$ cat src/rtl/pwm_cycle_pkg.sv
package pwm_cycle_pkg;

  typedef enum logic {
    RATE_FAST = 1'b0,
    RATE_SLOW = 1'b1
  } rate_e;

  // on-time ceiling in cycles for a period and duty percentage
  function automatic int unsigned on_ceiling(int unsigned period, int unsigned pct);
    return (period * pct) / 100;
  endfunction

  function automatic int unsigned max2(int unsigned a, int unsigned b);
    return (a > b) ? a : b;
  endfunction

endpackage

$ cat src/rtl/pwm_period_timer.sv
module pwm_period_timer
  import pwm_cycle_pkg::*;
#(
  parameter int unsigned PERIOD_FAST = 500,
  parameter int unsigned PERIOD_SLOW = 746,
  parameter int unsigned DUTY_PCT    = 72,
  parameter int unsigned CW          = 10
) (
  input  logic          clk,
  input  logic          rst,
  input  logic          rate_sel,
  output logic [CW-1:0] count,
  output logic          start,
  output logic          at_ceiling
);

  localparam logic [CW-1:0] LAST_F = CW'(PERIOD_FAST - 1);
  localparam logic [CW-1:0] LAST_S = CW'(PERIOD_SLOW - 1);
  localparam logic [CW-1:0] CEIL_F = CW'(on_ceiling(PERIOD_FAST, DUTY_PCT));
  localparam logic [CW-1:0] CEIL_S = CW'(on_ceiling(PERIOD_SLOW, DUTY_PCT));

  rate_e         rate_q;
  logic [CW-1:0] last_idx;
  logic [CW-1:0] ceil_idx;
  logic          wrap;

  always_comb begin
    last_idx = (rate_q == RATE_SLOW) ? LAST_S : LAST_F;
    ceil_idx = (rate_q == RATE_SLOW) ? CEIL_S : CEIL_F;
    wrap     = (count == last_idx);
  end

  always_ff @(posedge clk) begin
    if (rst) begin
      count  <= '0;
      rate_q <= rate_e'(rate_sel);
    end else if (wrap) begin
      count  <= '0;
      rate_q <= rate_e'(rate_sel);
    end else begin
      count  <= count + 1'b1;
    end
  end

  assign start      = (count == '0);
  assign at_ceiling = (count >= ceil_idx);

endmodule

$ cat src/rtl/pwm_blank_mask.sv
module pwm_blank_mask #(
  parameter int unsigned BLANK = 11,
  parameter int unsigned CW    = 10,
  parameter int unsigned NSENSE = 3
) (
  input  logic [CW-1:0]     count,
  input  logic [NSENSE-1:0] sense,
  input  logic [NSENSE-1:0] sense_en,
  output logic              trip
);

  localparam logic [CW-1:0] OPEN_IDX = CW'(BLANK);

  logic [NSENSE-1:0] qual;
  logic              window_open;

  assign window_open = (count >= OPEN_IDX);

  for (genvar i = 0; i < NSENSE; i++) begin : g_qual
    assign qual[i] = sense[i] & sense_en[i];
  end

  assign trip = window_open & (|qual);

endmodule

$ cat src/rtl/pwm_cycle_ctrl.sv
module pwm_cycle_ctrl
  import pwm_cycle_pkg::*;
#(
  parameter int unsigned PERIOD_FAST = 500,
  parameter int unsigned PERIOD_SLOW = 746,
  parameter int unsigned DUTY_PCT    = 72,
  parameter int unsigned BLANK       = 11
) (
  input  logic clk,
  input  logic rst,
  input  logic rate_sel,
  input  logic uvlo,
  input  logic burst_en,
  input  logic pwm_flag,
  input  logic ss_flag,
  input  logic ilim_flag,
  input  logic ilim_low_flag,
  output logic gate
);

  localparam int unsigned PMAX   = max2(PERIOD_FAST, PERIOD_SLOW);
  localparam int unsigned CW     = $clog2(PMAX + 1);
  localparam int unsigned NSENSE = 3;

  logic [CW-1:0]     count;
  logic              start;
  logic              at_ceiling;
  logic              sense_trip;
  logic [NSENSE-1:0] sense_vec;
  logic [NSENSE-1:0] sense_en;
  logic              gate_q;
  logic              gate_d;

  pwm_period_timer #(
    .PERIOD_FAST(PERIOD_FAST),
    .PERIOD_SLOW(PERIOD_SLOW),
    .DUTY_PCT   (DUTY_PCT),
    .CW         (CW)
  ) u_timer (
    .clk       (clk),
    .rst       (rst),
    .rate_sel  (rate_sel),
    .count     (count),
    .start     (start),
    .at_ceiling(at_ceiling)
  );

  assign sense_vec = {ilim_low_flag, ilim_flag, pwm_flag};
  assign sense_en  = {burst_en, 1'b1, 1'b1};

  pwm_blank_mask #(
    .BLANK (BLANK),
    .CW    (CW),
    .NSENSE(NSENSE)
  ) u_mask (
    .count   (count),
    .sense   (sense_vec),
    .sense_en(sense_en),
    .trip    (sense_trip)
  );

  always_comb begin
    if (uvlo) begin
      gate_d = 1'b0;
    end else if (start) begin
      gate_d = ~ss_flag;
    end else if (gate_q && (ss_flag || sense_trip || at_ceiling)) begin
      gate_d = 1'b0;
    end else begin
      gate_d = gate_q;
    end
  end

  always_ff @(posedge clk) begin
    if (rst) gate_q <= 1'b0;
    else     gate_q <= gate_d;
  end

  assign gate = gate_q;

endmodule

$ cat config.mk
export PLATFORM = sky130hd
export DESIGN_NAME = pwm_cycle_ctrl
export DESIGN_NICKNAME = d
export VERILOG_FILES = /design/src/rtl/pwm_cycle_pkg.sv /design/src/rtl/pwm_period_timer.sv /design/src/rtl/pwm_blank_mask.sv /design/src/rtl/pwm_cycle_ctrl.sv
export SDC_FILE = /design/constraint.sdc
export NUM_CORES = 1
export LEC_CHECK = 0
export ABC_AREA = 1
export BUFFER_PORTS_ARGS = -buffer_cell sky130_fd_sc_hd__buf_4
export CAP_MARGIN = 0
export CORE_MARGIN = 3
export CORE_UTILIZATION = 60
export CTS_BUF_LIST = sky130_fd_sc_hd__clkbuf_8
export DETAILED_ROUTE_END_ITERATION = 8
export PLACE_DENSITY = 0.86
export SLEW_MARGIN = 30
export SYNTH_ARGS = -nofsm -noshare
export SYNTH_HDL_FRONTEND = slang
export SYNTH_SLANG_ARGS = --single-unit
$ cat constraint.sdc
create_clock -name clk -period 3.8 [get_ports clk]
set_input_delay 0.38 -clock clk [delete_from_list [all_inputs] [get_ports clk]]
set_output_delay 0.38 -clock clk [all_outputs]
set_load 0.01 [all_outputs]
=== After elaboration in Yosys (flattened, before gate mapping) ===
Cells that the tools add are included.

* Register bits after elaboration: 12
* Input bits: 9
* Output and inout port bits: 1
* Logic and storage cells: 25

* $add $sub $neg: 1
* Order comparisons: 2
* Equal/unequal tests: 1
* Muxes and demuxes: 6
* Bitwise gates (word level): 3
* Reduce and logical (&&, ||, !) cells: 9

{| class="wikitable"
|+ Operators with widths
! operator !! count
|-
| 10-bit 2-to-1 mux || 2
|-
| 10-bit by 1-bit adder with 10-bit output, second input constant || 1
|-
| 10-bit equality test || 1
|-
| 10-bit greater-or-equal comparator || 1
|-
| 10-bit by 4-bit greater-or-equal comparator with 1-bit output, second input constant || 1
|-
| 10-bit logical NOT || 1
|-
| 1-bit 2-to-1 mux || 4
|-
| 2-bit nonzero test || 2
|-
| 2-bit OR reduction || 2
|-
| 3-bit OR reduction || 1
|-
| 1-bit bitwise AND || 2
|-
| 1-bit logical OR || 2
|-
| 1-bit logical AND || 1
|-
| 1-bit inverter || 1
|}

=== Longest topological paths before layout ===
Gate-level depths: netlist (run 1).

* Depth in word-level cells: 8
* Mapped depth: 9
* Mapped depth without buffers: 9

=== Hierarchy ===
From an unflattened synthesis (run 1), not the netlist that was laid out.

* Cells, all modules: 132
* Area, all modules: 858.3 um^2

{| class="wikitable"
|+ Modules (own cells, without submodules)
! module !! instances !! cells each !! area each (um^2) !! sequential area each (um^2)
|-
| pwm_period_timer || 1 || 109 || 737.0 || 230.2
|-
| pwm_blank_mask || 1 || 13 || 61.3 || 0.0
|-
| pwm_cycle_ctrl || 1 || 10 || 60.1 || 20.0
|}

=== Worst setup path after synthesis (run 1) ===
OpenSTA, ideal clock, no wires.

* Path kind: reg-to-reg
* From: register u_timer.rate_q
* To: register u_timer.rate_q, enable pin
* Setup time: 297 ps
* Data arrival time: 1328 ps
* Required time: 3503 ps
* Setup slack: 2176 ps
* Cell stages (with the launch flop): 8
* Path buffers: 1
* Clock period less this slack: 1624 ps
* Cells stage by stage: edfxtp_1 > inv_1 > ha_1 > nand3b_1 > nor3_1 > nand2_1 > nand2_1 > buf_6

* Longest elaborated chain between the ends: 3

{| class="wikitable"
|+ RTL lines
! element !! RTL line !! text
|-
| from (decl) || pwm_period_timer.sv:22 || <nowiki>rate_e rate_q;</nowiki>
|-
| from (signal assigned) || pwm_period_timer.sv:36 || <nowiki>rate_q <= rate_e'(rate_sel);</nowiki>
|-
| from (signal assigned) || pwm_period_timer.sv:39 || <nowiki>rate_q <= rate_e'(rate_sel);</nowiki>
|-
| 10-bit 2-to-1 mux || pwm_period_timer.sv:28 || <nowiki>last_idx = (rate_q == RATE_SLOW) ? LAST_S : LAST_F;</nowiki>
|-
| 10-bit equality test || pwm_period_timer.sv:30 || <nowiki>wrap = (count == last_idx);</nowiki>
|-
| 2-bit nonzero test (no source line) || -- ||
|}

No other way between the ends.
A chain may end at the register's enable or synchronous reset.

=== Worst setup path in the final report (run 1) ===
Ends and elaborated chain as after synthesis.

==> results.cfg, run 1 <==
[power_and_ir_drop]
comb_power_share = 0.108
p_sw_frac = 0.2283
total_power_mw = 0.2811
pwr-share-clk = 0.404
powerDensity_nw_per_um2 = 302.8
p_leak_nw = 0.4016
power_switching_mw = 0.06418
power.internal_mw = 0.2169
vdd_drop_max_mv = 0.2095
pwr-share-seq = 0.489

[grt]
grtUsageTotal = 0.2106
overflow = 0
grt_max_degree = 12
antenna_found_initial = 0
grt_pass1_vias = 661
grt_first_pass_wirelength_um = 2849

[cts]
cts_resized = 0
clk_latency_ns = 0.24
cts_num_sinks = 12
numCtsBuffers = 3
root_buffer = clkbuf_8
cts_tree = yes
hold_buffers = 0
path_clk_slew_ns = 0.05
cts.path.max_buffers = 2
h-tree-depth = 1
post_cts_buffers = 0

[outcome]
status = finished, final reports clean

[logic_synthesis]
syn-num-nets = 130
netlist_top_cells_area = dfxtp_1 27%, ha_1 12%, nand2_1 12%, nor2_1 9.7%, inv_1 7.0%
synth-seq-area-share = 0.3091
yosysWarnings = 0
netlist_area_um2 = 809.5
synth_ff_type = dfxtp_1
ys_ff_latch = 12
async_reset_ff_frac = 0
synth_edf_count = 1
yosys.cell_types.count = 25
syn_area_per_cell_um2 = 7.164
synth_top_area_share = 0.2720
synthCells = 113
yosysTopAreaCell = dfxtp_1

[floorplanning]
row_count = 12
die-width_um = 42.73
core_area_um2 = 1186
die_area_um2 = 1826
die_h_um = 42.73
initial_core_util = 0.6825
ios = 10

[drt]
wl_um = 1754
vias = 741
ant_nets = 0
avgRoutedWirePerCell_um = 12.62
drtIter0Drc = 32
via_per_inst = 5.331
drtPass1Iterations = 4
drc = 0

[sta]
fmax_mhz = 510.3
fin_crit_sh = 0.5157
whs_ns = 0.3234
timing.setup.tns_ns = 0
rsz0062_at_grt = no
final.min_clock_period_ns = 1.960
setup_slack_ns = 1.840
skew_ns = 0.002671
finalSetupViolCount = 0
slew_headroom = 0.6907
drv_slew = 0
tightest_slew_ns = 0.4628
finalHoldViolations = 0

[finish]
final_cell_mix = 25 x nand2_1, 21 x nor2_1, 16 x inv_1
nNetsFinal = 143
antenna_cells = 0
final_common_cell = nand2_1
fin_cells = 139
area_growth_pct = 14.68
drive_gt1_frac = 0.2000

[flow_run]
cap_violations = 0

[critical_path]
cp_data_required_time_ns = 3.68
path_cells = inv_1 > ha_1 > nand3b_1 > nor3_1 > nand2_1 > nand2_1
endpoint_kind = flop
slowest_delay_ns = 0.49
slowest_stage = edfxtp_1
start_kind = flop
path_common_cell = nand2_1
critPathArrivalTime_ns = 1.84
worstPathMaxFanout = 11
path_class = flop to flop

[placed_design]
place_ws_ns = 1.872
dp_cells = 135
portBuffers = 9
place.gp.congestion = 0.8701
hpwl_um = 1314

[worst_hold_path]
worstHoldPathType = primary input to flop
## critical path, delay by kind of cell (launching register included)
family | cells | cell delay (ns)
fa+ha+maj | 1 | 0.26
flops | 1 | 0.49
buf+inv | 1 | 0.16
simple gates | 4 | 0.70
## power groups by stage
stage | Sequential (mW) | Combinational [mW] | Clock (mW)
after floorplan | 0.138 | 0.0194 | 0
after global placement | 0.139 | 0.0287 | 0
after detailed placement | 0.140 | 0.0296 | 0
after CTS | 0.137 | 0.0302 | 0.118
after global routing | 0.138 | 0.0336 | 0.123
final | 0.137 | 0.0303 | 0.113
## through the flow
stage          cell area (um^2)    util
5_1_grt                   928.4  0.7827
3_3_place_gp              883.3  0.7447
3_5_place_dp              883.3  0.7447
4_1_cts                   928.4  0.7827
6_report                  928.4  0.7827
2_1_floorplan             809.5       -
## cell type report
type                            instances  area [um^2]
Inverter                               17        63.81
Clock buffer                            3        41.29
Clock inverter                          1        3.754
Tap cell                               14        17.52
Fill cell                              90        257.7
Multi-Input combinational cell         83        484.2
Timing Repair Buffer                    9        67.56
Sequential cell                        12        250.2
## per-layer routing
layer | part of all wire | vias up | GRT usage
li1 | - | 381 | -
met1 | 0.44 | 334 | 0.2577
met2 | 0.49 | 18 | 0.3383
met3 | 0.045 | 8 | 0.05085
met4 | 0.026 | 0 | 0.1056
met5 | 0 | - | 0
## registers in the layout, summed over array words and instances, names as in the netlist
signal,count
gate,1
u_timer.rate_q,1
u_timer.count,10
## synthesized netlist by cell type, drive strengths merged (2+ instances only)
library cell and instances:
a21oi 4, dfxtp 11, ha 8, inv 17, nand2 27, nand3 5
nand3b 2, nand4 3, nor2 23, nor3 4, xor2 2
## kinds of logic (layout without fill, tap and decap cells)
family	count (synthesis)	count (layout)	synth area share
AND/OR/NAND/NOR	66	66	0.3880
AO/OA/AOI/OAI	6	6	0.05409
XOR/XNOR	3	3	0.03246
flip-flops	12	12	0.3091
buffers and inverters	18	30	0.09273
adder cells (fa/ha/maj)	8	8	0.1237
## worst paths after layout
check,from,end,slack (ns),cells after the start
max reg2reg,u_timer.rate_q$_DFFE_PP_,u_timer.rate_q$_DFFE_PP_,1.84,6
max,u_timer.rate_q$_DFFE_PP_,u_timer.rate_q$_DFFE_PP_,1.84,6
min,rate_sel,u_timer.rate_q$_DFFE_PP_,0.32,1
min reg2reg,u_timer.count[0]$_SDFF_PP0_,u_timer.count[0]$_SDFF_PP0_,0.53,1
Note: power is estimated with default switching activity, not from simulation.
==> inputs of run 2 (changes only) <==
--- a/config.mk
+++ b/config.mk
@@ -9,10 +9,10 @@
 export BUFFER_PORTS_ARGS = -buffer_cell sky130_fd_sc_hd__buf_4
 export CAP_MARGIN = 0
 export CORE_MARGIN = 3
-export CORE_UTILIZATION = 60
+export CORE_UTILIZATION = 58
 export CTS_BUF_LIST = sky130_fd_sc_hd__clkbuf_8
 export DETAILED_ROUTE_END_ITERATION = 8
-export PLACE_DENSITY = 0.86
+export PLACE_DENSITY = 0.84
 export SLEW_MARGIN = 30
 export SYNTH_ARGS = -nofsm -noshare
 export SYNTH_HDL_FRONTEND = slang
==> constraint.sdc (replaced) <==
create_clock -name clk -period 1.9 [get_ports clk]
set_input_delay 0.19 -clock clk [delete_from_list [all_inputs] [get_ports clk]]
set_output_delay 0.19 -clock clk [all_outputs]
set_load 0.01 [all_outputs]
==> results.cfg, run 2 (synthesis results as in run 1) <==
[finish]
drive_gt1_frac = 0.2443
n_fill_cell = 82
area_growth_pct = 21.48
nNetsFinal = 149
top_register = u_timer.count
antenna_cells = 0
final_common_cell = nand2_1
seqCellArea_um2 = 250.2
final_cell_mix = 25 x nand2_1, 21 x nor2_1, 15 x inv_1, 15 x buf_4, 11 x dfxtp_1
finalInstanceArea_um2 = 983.4
multi_input_area_um2 = 484.2
largest_register_ffs = 10
fin_cells = 145
final_util = 0.8188

[floorplanning]
die_h_um = 43.36
die-width_um = 43.36
initial_core_util = 0.6740
row_count = 12
core_area_um2 = 1201
die_area_um2 = 1880
ios = 10

[power_and_ir_drop]
power.internal_mw = 0.4817
powerDensity_nw_per_um2 = 643.5
pwr-share-seq = 0.432
vdd_drop_max_mv = 0.6107
pwr-share-clk = 0.456
p_leak_nw = 0.4330
comb_power_share = 0.112
total_power_mw = 0.6328
p_sw_frac = 0.2389
power_switching_mw = 0.1512

[placed_design]
portBuffers = 9
place_ws_ns = 0.1436
place.gp.congestion = 0.8386
dp_cells = 138
post_dp_cell_area_um2 = 905.9
hpwl_um = 1402

[sta]
timing.setup.tns_ns = 0
fin_crit_sh = 0.8760
finalHoldViolations = 0
finalSetupViolCount = 0
fmax_mhz = 600.8
whs_ns = 0.1277
skew_ns = 0.002523
slew_headroom = 0.8216
final.min_clock_period_ns = 1.664
rsz0062_at_grt = no
drv_slew = 0
setup_slack_ns = 0.2356
tightest_slew_ns = 0.2655

[critical_path]
path_class = flop to flop
worstPathMaxFanout = 6
cp_data_required_time_ns = 2.05
path_common_cell = nand2_1
start_kind = flop
slowest_stage = edfxtp_1
slowest_delay_ns = 0.39
critPathArrivalTime_ns = 1.81
path_cells = buf_4 > ha_1 > nand2_1 > nor3_1 > nand2_1 > nand2_1 > buf_4 > inv_1 > nand2_1 > nor2_1
endpoint_kind = flop

[cts]
post_cts_buffers = 0
root_buffer = clkbuf_8
numCtsBuffers = 3
clk_latency_ns = 0.25
cts_resized = 0
h-tree-depth = 1
cts_num_sinks = 12
cts.path.max_buffers = 2
cts_tree = yes
hold_buffers = 0
path_clk_slew_ns = 0.06

[outcome]
status = finished, final reports clean

[grt]
grt_pass1_vias = 775
antenna_found_initial = 0
grt_max_degree = 8
overflow = 0
grtUsageTotal = 0.2223
grt_first_pass_wirelength_um = 3167

[drt]
ant_nets = 0
drtIter0Drc = 25
avgRoutedWirePerCell_um = 13.33
drtPass1Iterations = 4
via_per_inst = 5.345
wl_um = 1933
drc = 0
vias = 775

[flow_run]
cap_violations = 0

[worst_hold_path]
worstHoldPathType = primary input to flop
[run 2: cell count changes in the layout (fill, tap and decap cells not counted)]
cell / before / now
buf_4: 9 / 15
clkbuf_8: 3 / 4
inv_1: 16 / 15
[run 2: path summary, 6_finish.rpt]
path,start,to,slack [ns],depth (start not counted)
worst max-delay path,u_timer.rate_q$_DFFE_PP_,u_timer.count[9]$_SDFF_PP0_,0.24,10
worst min register to register,u_timer.count[0]$_SDFF_PP0_,u_timer.count[0]$_SDFF_PP0_,0.53,1
worst min-delay path,rate_sel,u_timer.rate_q$_DFFE_PP_,0.13,1
worst max register to register,u_timer.rate_q$_DFFE_PP_,u_timer.count[9]$_SDFF_PP0_,0.24,10
[run 2: final cells by class]
class | count | area share
multi-input cells | 83 | 0.4924
flip-flops and latches | 12 | 0.2545
repair buffers | 15 | 0.1145
inverters | 17 | 0.06489
clock buffers | 4 | 0.05598
well taps | 14 | 0.01781
[run 2: critical path, delay by kind of cell, from the launching register on]
| family | cells | cell delay [ns] |
|---|---|---|
| flip-flops | 1 | 0.39 |
| AND/OR/NAND/NOR | 6 | 0.53 |
| adder cells (fa/ha/maj) | 1 | 0.27 |
| buffers and inverters | 3 | 0.38 |
[run 2: power by group through the flow]
stage	registers (mW)	logic (mW)	clock network (mW)
6_report	0.273	0.0708	0.289
5_1_grt	0.274	0.0802	0.298
4_1_cts	0.274	0.0639	0.287
3_5_place_dp	0.279	0.0624	0
3_3_place_gp	0.278	0.0597	0
2_1_floorplan	0.277	0.0388	0
[run 2: layer usage]
layer / global-route usage / share of wire
met1: 0.2875 / 0.46
met2: 0.3481 / 0.47
met3: 0.04979 / 0.047
met4: 0.1084 / 0.024
met5: 0 / 0
